**src/rtl/gpio_bank_pkg.sv**
```systemverilog
package gpio_bank_pkg;
  localparam int DATA_W = 32;

  localparam int W_INPUT     = 0;
  localparam int W_OE        = 1;
  localparam int W_PEND      = 3;
  localparam int W_OUT       = 4;
  localparam int W_OUT_SET   = 5;
  localparam int W_OUT_CLR   = 6;
  localparam int W_OE_SET    = 7;
  localparam int W_OE_CLR    = 8;
  localparam int W_DEB_EN    = 9;
  localparam int W_RISE_EN   = 10;
  localparam int W_FALL_EN   = 11;
  localparam int W_RISE_PEND = 12;
  localparam int W_FALL_PEND = 13;
  localparam int W_DIV       = 18;
  localparam int W_PULL_EN   = 20;
  localparam int W_PULL_DIR  = 21;

  typedef struct packed {
    logic wrOe;
    logic setOe;
    logic clrOe;
    logic wrOut;
    logic setOut;
    logic clrOut;
    logic wrDeb;
    logic wrRiseEn;
    logic wrFallEn;
    logic ackRise;
    logic ackFall;
    logic ackBoth;
    logic wrDiv;
    logic wrPullEn;
    logic wrPullDir;
  } busStrobe_t;

  typedef enum logic [3:0] {
    RD_NONE, RD_INPUT, RD_OE, RD_PEND, RD_OUT, RD_DEB, RD_RISE_EN,
    RD_FALL_EN, RD_RISE_PEND, RD_FALL_PEND, RD_DIV, RD_PULL_EN, RD_PULL_DIR
  } readSel_t;
endpackage

```
**src/rtl/gpio_bank_ctrl.sv**
```systemverilog
module gpio_bank_ctrl
  import gpio_bank_pkg::*;
#(
  parameter int ADDR_W = 5
) (
  input  logic              clk,
  input  logic              rstN,
  input  logic [ADDR_W-1:0] busAddr,
  input  logic              busWe,
  output busStrobe_t        strobe,
  output readSel_t          readSel
);
  always_comb begin
    strobe  = '0;
    readSel = RD_NONE;
    case (int'(busAddr))
      W_INPUT:     readSel = RD_INPUT;
      W_OE:        begin readSel = RD_OE;        strobe.wrOe      = busWe; end
      W_PEND:      begin readSel = RD_PEND;      strobe.ackBoth   = busWe; end
      W_OUT:       begin readSel = RD_OUT;       strobe.wrOut     = busWe; end
      W_OUT_SET:   strobe.setOut = busWe;
      W_OUT_CLR:   strobe.clrOut = busWe;
      W_OE_SET:    strobe.setOe  = busWe;
      W_OE_CLR:    strobe.clrOe  = busWe;
      W_DEB_EN:    begin readSel = RD_DEB;       strobe.wrDeb     = busWe; end
      W_RISE_EN:   begin readSel = RD_RISE_EN;   strobe.wrRiseEn  = busWe; end
      W_FALL_EN:   begin readSel = RD_FALL_EN;   strobe.wrFallEn  = busWe; end
      W_RISE_PEND: begin readSel = RD_RISE_PEND; strobe.ackRise   = busWe; end
      W_FALL_PEND: begin readSel = RD_FALL_PEND; strobe.ackFall   = busWe; end
      W_DIV:       begin readSel = RD_DIV;       strobe.wrDiv     = busWe; end
      W_PULL_EN:   begin readSel = RD_PULL_EN;   strobe.wrPullEn  = busWe; end
      W_PULL_DIR:  begin readSel = RD_PULL_DIR;  strobe.wrPullDir = busWe; end
      default: ;
    endcase
  end

  // a single bus write never fires two register updates
  a_r2_one_strobe: assert property (@(posedge clk) disable iff (!rstN)
    $onehot0(strobe));
  // a read leaves every register, including pending, untouched
  a_r6_read_no_strobe: assert property (@(posedge clk) disable iff (!rstN)
    !busWe |-> (strobe == '0));
endmodule

```
**src/rtl/gpio_bank_datapath.sv**
```systemverilog
module gpio_bank_datapath
  import gpio_bank_pkg::*;
#(
  parameter int PIN_COUNT = 32,
  parameter int DIV_W     = 14,
  parameter int DIV_LSB   = 16
) (
  input  logic                 clk,
  input  logic                 rstN,
  input  busStrobe_t           strobe,
  input  readSel_t             readSel,
  input  logic [DATA_W-1:0]    busWdata,
  output logic [DATA_W-1:0]    busRdata,
  input  logic [PIN_COUNT-1:0] padIn,
  output logic [PIN_COUNT-1:0] padOut,
  output logic [PIN_COUNT-1:0] padOe,
  output logic [PIN_COUNT-1:0] pullUpEn,
  output logic [PIN_COUNT-1:0] pullDnEn,
  output logic                 irqOut
);
  localparam int PW = PIN_COUNT;

  logic [PW-1:0] wd;
  logic [PW-1:0] syncA, syncB, candReg, debReg, prevFilt, filt;
  logic [PW-1:0] outReg, oeReg, debEn, riseEn, fallEn, pullEn, pullDir;
  logic [PW-1:0] risePend, fallPend, riseEdge, fallEdge, newEdges;
  logic [PW-1:0] riseAck, fallAck;
  logic [DIV_W-1:0] divVal, divCnt;
  logic tick;

  assign wd       = busWdata[PW-1:0];
  assign tick     = (divCnt >= divVal);
  assign filt     = (debEn & debReg) | (~debEn & syncB);
  assign riseEdge = filt & ~prevFilt;
  assign fallEdge = ~filt & prevFilt;
  assign newEdges = (riseEdge & riseEn) | (fallEdge & fallEn);
  assign riseAck  = (strobe.ackBoth || strobe.ackRise) ? wd : '0;
  assign fallAck  = (strobe.ackBoth || strobe.ackFall) ? wd : '0;

  always_ff @(posedge clk) begin
    if (!rstN) begin
      syncA <= '0; syncB <= '0; candReg <= '0; debReg <= '0; prevFilt <= '0;
      outReg <= '0; oeReg <= '0; debEn <= '0; riseEn <= '0; fallEn <= '0;
      pullEn <= '0; pullDir <= '0; risePend <= '0; fallPend <= '0;
      divVal <= '0; divCnt <= '0;
    end else begin
      syncA    <= padIn;
      syncB    <= syncA;
      prevFilt <= filt;
      if (strobe.wrOut)       outReg <= wd;
      else if (strobe.setOut) outReg <= outReg | wd;
      else if (strobe.clrOut) outReg <= outReg & ~wd;
      if (strobe.wrOe)        oeReg <= wd;
      else if (strobe.setOe)  oeReg <= oeReg | wd;
      else if (strobe.clrOe)  oeReg <= oeReg & ~wd;
      if (strobe.wrDeb)     debEn   <= wd;
      if (strobe.wrRiseEn)  riseEn  <= wd;
      if (strobe.wrFallEn)  fallEn  <= wd;
      if (strobe.wrPullEn)  pullEn  <= wd;
      if (strobe.wrPullDir) pullDir <= wd;
      if (strobe.wrDiv)     divVal  <= busWdata[DIV_LSB +: DIV_W];
      divCnt <= tick ? '0 : divCnt + 1'b1;
      if (tick) begin
        candReg <= syncB;
        debReg  <= (debReg & ~(syncB ~^ candReg)) | (syncB & (syncB ~^ candReg));
      end
      risePend <= (risePend & ~riseAck) | (riseEdge & riseEn);
      fallPend <= (fallPend & ~fallAck) | (fallEdge & fallEn);
    end
  end

  assign padOut   = outReg;
  assign padOe    = oeReg;
  assign pullUpEn = pullEn & pullDir;
  assign pullDnEn = pullEn & ~pullDir;
  assign irqOut   = |(risePend | fallPend);

  always_comb begin
    case (readSel)
      RD_INPUT:     busRdata = DATA_W'(syncB);
      RD_OE:        busRdata = DATA_W'(oeReg);
      RD_PEND:      busRdata = DATA_W'(risePend | fallPend);
      RD_OUT:       busRdata = DATA_W'(outReg);
      RD_DEB:       busRdata = DATA_W'(debEn);
      RD_RISE_EN:   busRdata = DATA_W'(riseEn);
      RD_FALL_EN:   busRdata = DATA_W'(fallEn);
      RD_RISE_PEND: busRdata = DATA_W'(risePend);
      RD_FALL_PEND: busRdata = DATA_W'(fallPend);
      RD_DIV:       busRdata = DATA_W'(divVal) << DIV_LSB;
      RD_PULL_EN:   busRdata = DATA_W'(pullEn);
      RD_PULL_DIR:  busRdata = DATA_W'(pullDir);
      default:      busRdata = '0;
    endcase
  end

  // every bit named by a set-alias write is 1 on the next cycle
  a_r2_set_out: assert property (@(posedge clk) disable iff (!rstN)
    strobe.setOut |=> ((padOut & $past(wd)) == $past(wd)));
  // every bit named by a clear-alias write is 0 on the next cycle
  a_r3_clr_oe: assert property (@(posedge clk) disable iff (!rstN)
    strobe.clrOe |=> ((padOe & $past(wd)) == '0));
  // a rising pending bit only appears while its enable was set
  a_r5_rise_needs_enable: assert property (@(posedge clk) disable iff (!rstN)
    ((risePend & ~$past(risePend) & ~$past(riseEn)) == '0));
  // same for falling pending bits
  a_r5_fall_needs_enable: assert property (@(posedge clk) disable iff (!rstN)
    ((fallPend & ~$past(fallPend) & ~$past(fallEn)) == '0));
  // an acknowledged bit stays set only if a new enabled edge arrived
  a_r6_ack_clears: assert property (@(posedge clk) disable iff (!rstN)
    strobe.ackBoth |=> (((risePend | fallPend) & $past(wd) & ~$past(newEdges)) == '0));
  // the debounced value moves only on a divider tick
  a_r10_deb_on_tick: assert property (@(posedge clk) disable iff (!rstN)
    !tick |=> $stable(debReg));
endmodule

```
**src/rtl/gpio_edge_bank.sv**
```systemverilog
module gpio_edge_bank
  import gpio_bank_pkg::*;
#(
  parameter int PIN_COUNT = 32,
  parameter int ADDR_W    = 5,
  parameter int DIV_W     = 14,
  parameter int DIV_LSB   = 16
) (
  input  logic                 clk,
  input  logic                 rstN,
  input  logic [ADDR_W-1:0]    busAddr,
  input  logic                 busWe,
  input  logic [31:0]          busWdata,
  output logic [31:0]          busRdata,
  input  logic [PIN_COUNT-1:0] padIn,
  output logic [PIN_COUNT-1:0] padOut,
  output logic [PIN_COUNT-1:0] padOe,
  output logic [PIN_COUNT-1:0] pullUpEn,
  output logic [PIN_COUNT-1:0] pullDnEn,
  output logic                 irqOut
);
  busStrobe_t strobe;
  readSel_t   readSel;

  gpio_bank_ctrl #(.ADDR_W(ADDR_W)) uCtrl (
    .clk(clk), .rstN(rstN), .busAddr(busAddr), .busWe(busWe),
    .strobe(strobe), .readSel(readSel)
  );

  gpio_bank_datapath #(.PIN_COUNT(PIN_COUNT), .DIV_W(DIV_W), .DIV_LSB(DIV_LSB)) uData (
    .clk(clk), .rstN(rstN), .strobe(strobe), .readSel(readSel),
    .busWdata(busWdata), .busRdata(busRdata), .padIn(padIn),
    .padOut(padOut), .padOe(padOe), .pullUpEn(pullUpEn),
    .pullDnEn(pullDnEn), .irqOut(irqOut)
  );
endmodule

```
**config.mk**
```make
export PLATFORM = sky130hd
export DESIGN_NAME = gpio_edge_bank
export DESIGN_NICKNAME = d
export VERILOG_FILES = /design/src/rtl/gpio_bank_pkg.sv /design/src/rtl/gpio_bank_ctrl.sv /design/src/rtl/gpio_bank_datapath.sv /design/src/rtl/gpio_edge_bank.sv
export SDC_FILE = /design/constraint.sdc
export NUM_CORES = 1
export LEC_CHECK = 0
export ABC_AREA = 1
export ABC_CLOCK_PERIOD_IN_PS = 1700
export BUFFER_PORTS_ARGS = -buffer_cell sky130_fd_sc_hd__buf_2
export CORE_MARGIN = 1
export CORE_UTILIZATION = 53
export CTS_CLUSTER_SIZE = 25
export DETAILED_ROUTE_END_ITERATION = 16
export PLACE_DENSITY_LB_ADDON = 0.2
export SKIP_LAST_GASP = 1
export SLEW_MARGIN = 30
export SYNTH_ARGS = -nofsm -noshare
export SYNTH_HDL_FRONTEND = slang
export SYNTH_HIERARCHICAL = 1
export SYNTH_SLANG_ARGS = --single-unit
```
**constraint.sdc**
```tcl
create_clock -name clk -period 1.7 [get_ports clk]
set_input_delay 0 -clock clk [delete_from_list [all_inputs] [get_ports clk]]
set_output_delay 0 -clock clk [all_outputs]
set_load 0.01 [all_outputs]
```
==> impl_metrics.csv <==
group,metric,value,unit
clocking,cts_max_level,2,
yosys,syn-cell-area,20700,um2
final_layout,antenna_cells,0,
setup_path,crit_path_cell_trace,"or2_4 > nor4_4 > nand4_1 > nor2_1 > nand2_2 > buf_6",
die,core-area,38000,um2
setup_path,start_kind,"flip-flop",
route,detail_route.wl_per_cell,22.4,um
power,cellPowerDensity,888,nW/um2
yosys,synth_ff_type,"dfxtp_1",
die,die_width,199,um
yosys,ys_seq_area_share,46.1,%
route,drt_first_iter_violations,2900,
yosys,synth_edf_count,0,
die,num_rows,71,
global_route,grt_pass1_vias,21100,
die,design.die.area,39800,um2
hold_path,holdPathEnd,"uData/riseEn[29]",
setup_path,crit_required,1700,ps
global_route,grt_antenna_before_repair,2,
yosys,yosysTopAreaCell,"dfxtp_1",
yosys,synth_top_area_share,46.1,%
setup_path,end_kind,"primary output",
sta,finalCritPeriodShare,123,%
hold_path,holdCritStartpoint,"busAddr[4]",
setup_path,r2r_start,"uData/divVal[5]",
placed_design,dp.cells,3651,
yosys,netlist_instances,2895,
route,drt_wl_total,86500,um
global_route,grt_pass1_wl,126000,um
outcome,status,"finished with violations",
hold_path,min_path_cells,5,
power,p_leak,12.8,nW
sta,whs,102,ps
final_layout,post-route-util,77.3,%
sta,fin_ws,-383,ps
global_route,grt_usage,42.0,%
clocking,clk_pin_slew,60,ps
job,cap_violations,0,
placed_design,pre_cts_slack,-522,ps
yosys,synth_area_leaders,"dfxtp_1, nand2_1, o21ai_0",
clocking,numCtsBuffers,49,
sta,rsz0062_at_grt,"true",
clocking,clock_sinks,476,
final_layout,final_cell_mix,"dfxtp_1, nand2_1, o21ai_0",
sta,slew_violations,0,
yosys,synthArstFlopShare,0,%
sta,setup_violations,111,
yosys,ys_types,45,
route,drtPass1Iterations,6,
die,io_pins,233,
yosys,syn_area_per_cell,7.13,um2
outcome,violations,"setup timing",
sta,fmax,0.480,GHz
setup_path,max_stage_delay,360,ps
hold_path,hp-class,"in -> reg",
die,start_util,54.3,%
setup_path,crit_arrival,2080,ps
yosys,ys_seq_elements,476,
clocking,clockBufferDepth,3,
sta,hold_viol,0,
global_route,grt_overflow,0,
final_layout,syn_to_final_growth,42.3,%
yosys,ys_warn_count,6,
route,num_vias,23000,
route,ant_nets,0,
sta,worst_clock_skew,27.0,ps
sta,min_period,2080,ps
clocking,root_buffer,"clkbuf_16",
clocking,clk_latency,610,ps
global_route,grt_start_max_net_pins,104,
placed_design,port_buffers,232,
yosys,synth_nets,2982,
die,die_y,199,um
final_layout,nets,3407,
route,viasPerCell,5.94,
sta,relSlewSlack,52.1,%
final_layout,drive_gt1_share,29.6,%
final_layout,fill_cells,2739,
route,route.detailed.drc,0,
placed_design,gp_congestion,0.972,
setup_path,crit_fanout,3,
setup_path,rr_worst_depth,14,
placed_design,hpwl,53900,um
clocking,cts_tree,"done",
setup_path,slowest_stage,"dfxtp_1",
final_layout,final_common_cell,"dfxtp_1",
setup_path,crit_type,"reg -> out",
sta,worst_pin_slew,718,ps
final_layout,fin_cells,3867,
power,ir_drop,0.00102,V
setup_path,reg2reg_slack,-340,ps
==> final cells by class <==
| class | instances | area, um2 | area share [%] |
|---|---|---|---|
| Timing Repair inverter | 1 | 7.51 | 0.0255 |
| Inverter | 347 | 1370 | 4.68 |
| Multi-Input combinational cell | 1913 | 11200 | 38.3 |
| Timing Repair Buffer | 532 | 4800 | 16.3 |
| Tap cell | 511 | 639 | 2.18 |
| Clock buffer | 62 | 1370 | 4.65 |
| Sequential cell | 476 | 9550 | 32.5 |
| Clock inverter | 25 | 407 | 1.38 |
==> cell families after synthesis <==
| kind of cell | count (synthesis) | share of synthesized area, % |
|---|---|---|
| XOR/XNOR | 10 | 0.424 |
| adder cells (fa/ha/maj) | 15 | 0.909 |
| flip-flops | 476 | 46.1 |
| AND/OR/NAND/NOR | 1031 | 20.2 |
| AO/OA/AOI/OAI | 857 | 22.6 |
| buffers and inverters | 506 | 9.65 |
==> worst max-delay path, delay by kind of cell (launching register included) <==
family,cells,cell delay [ps]
buffers and inverters,1,150
DFF,1,360
and+or+nand+nor,5,950
==> per-stage QoR <==
stage / TNS [ps] / area [um2] / power [mW]
detailed placement: -33200 / 23600 / 13.5
CTS: -19840 / 28500 / 25.8
global route: -35000 / 29400 / 26.7
global placement: -29800 / 23600 / 13.5
floorplan: 0 / 20700 / 12.6
finish: -28520 / 29400 / 26.1
==> worst max path at each step <==
stage	start	endpoint	slack (ps)	cells after the start
2_1_floorplan	uData/divVal[13]	uData/candReg[25]	30	12
3_3_place_gp	busAddr[1]	busRdata[24]	-540	17
3_5_place_dp	busAddr[1]	busRdata[24]	-520	16
4_1_cts	uData/risePend[22]	irqOut	-240	7
5_1_grt	uData/divVal[5]	flip-flop	-400	14
6_report	uData/risePend[8]	irqOut	-380	6
==> Yosys cell counts, drive strengths merged (16+ instances only) <==
library cell and n:
a211oi 48, a21oi 344, a221oi 16, buf 42, clkbuf 117, dfxtp 476
inv 347, nand2 587, nand3 110, nor2 291, nor3 18, o21a 28
o21ai 374, o22ai 21
==> what timing repair did <==
action | in CTS | in global routing
pin swaps | 108 | 94
hold buffers | 65 | 0
setup buffers | 44 | 17
endpoints found under the hold margin | 306 | 0
cloned | 16 | 2
endpoints found under the setup margin | 111 | 111
gates resized for setup | 443 | 235
==> report_power, final <==
group,internal (mW),switching (mW)
Combinational,1.04,1.64
Clock,7.07,4.81
Sequential,11.4,0.173
==> layer usage <==
layer  wire length (um)  global-route usage (%)  vias to the layer above  share of wire [%]
met5                 10                       0                        -              0.012
met3              11100                    9.06                      251                 13
met1              34700                    59.2                    10700                 40
met4               3430                    16.4                        2                4.0
met2              37300                    62.5                     1631                 43
li1                   -                       -                    10300                  -
(Power assumes the default switching activity.)
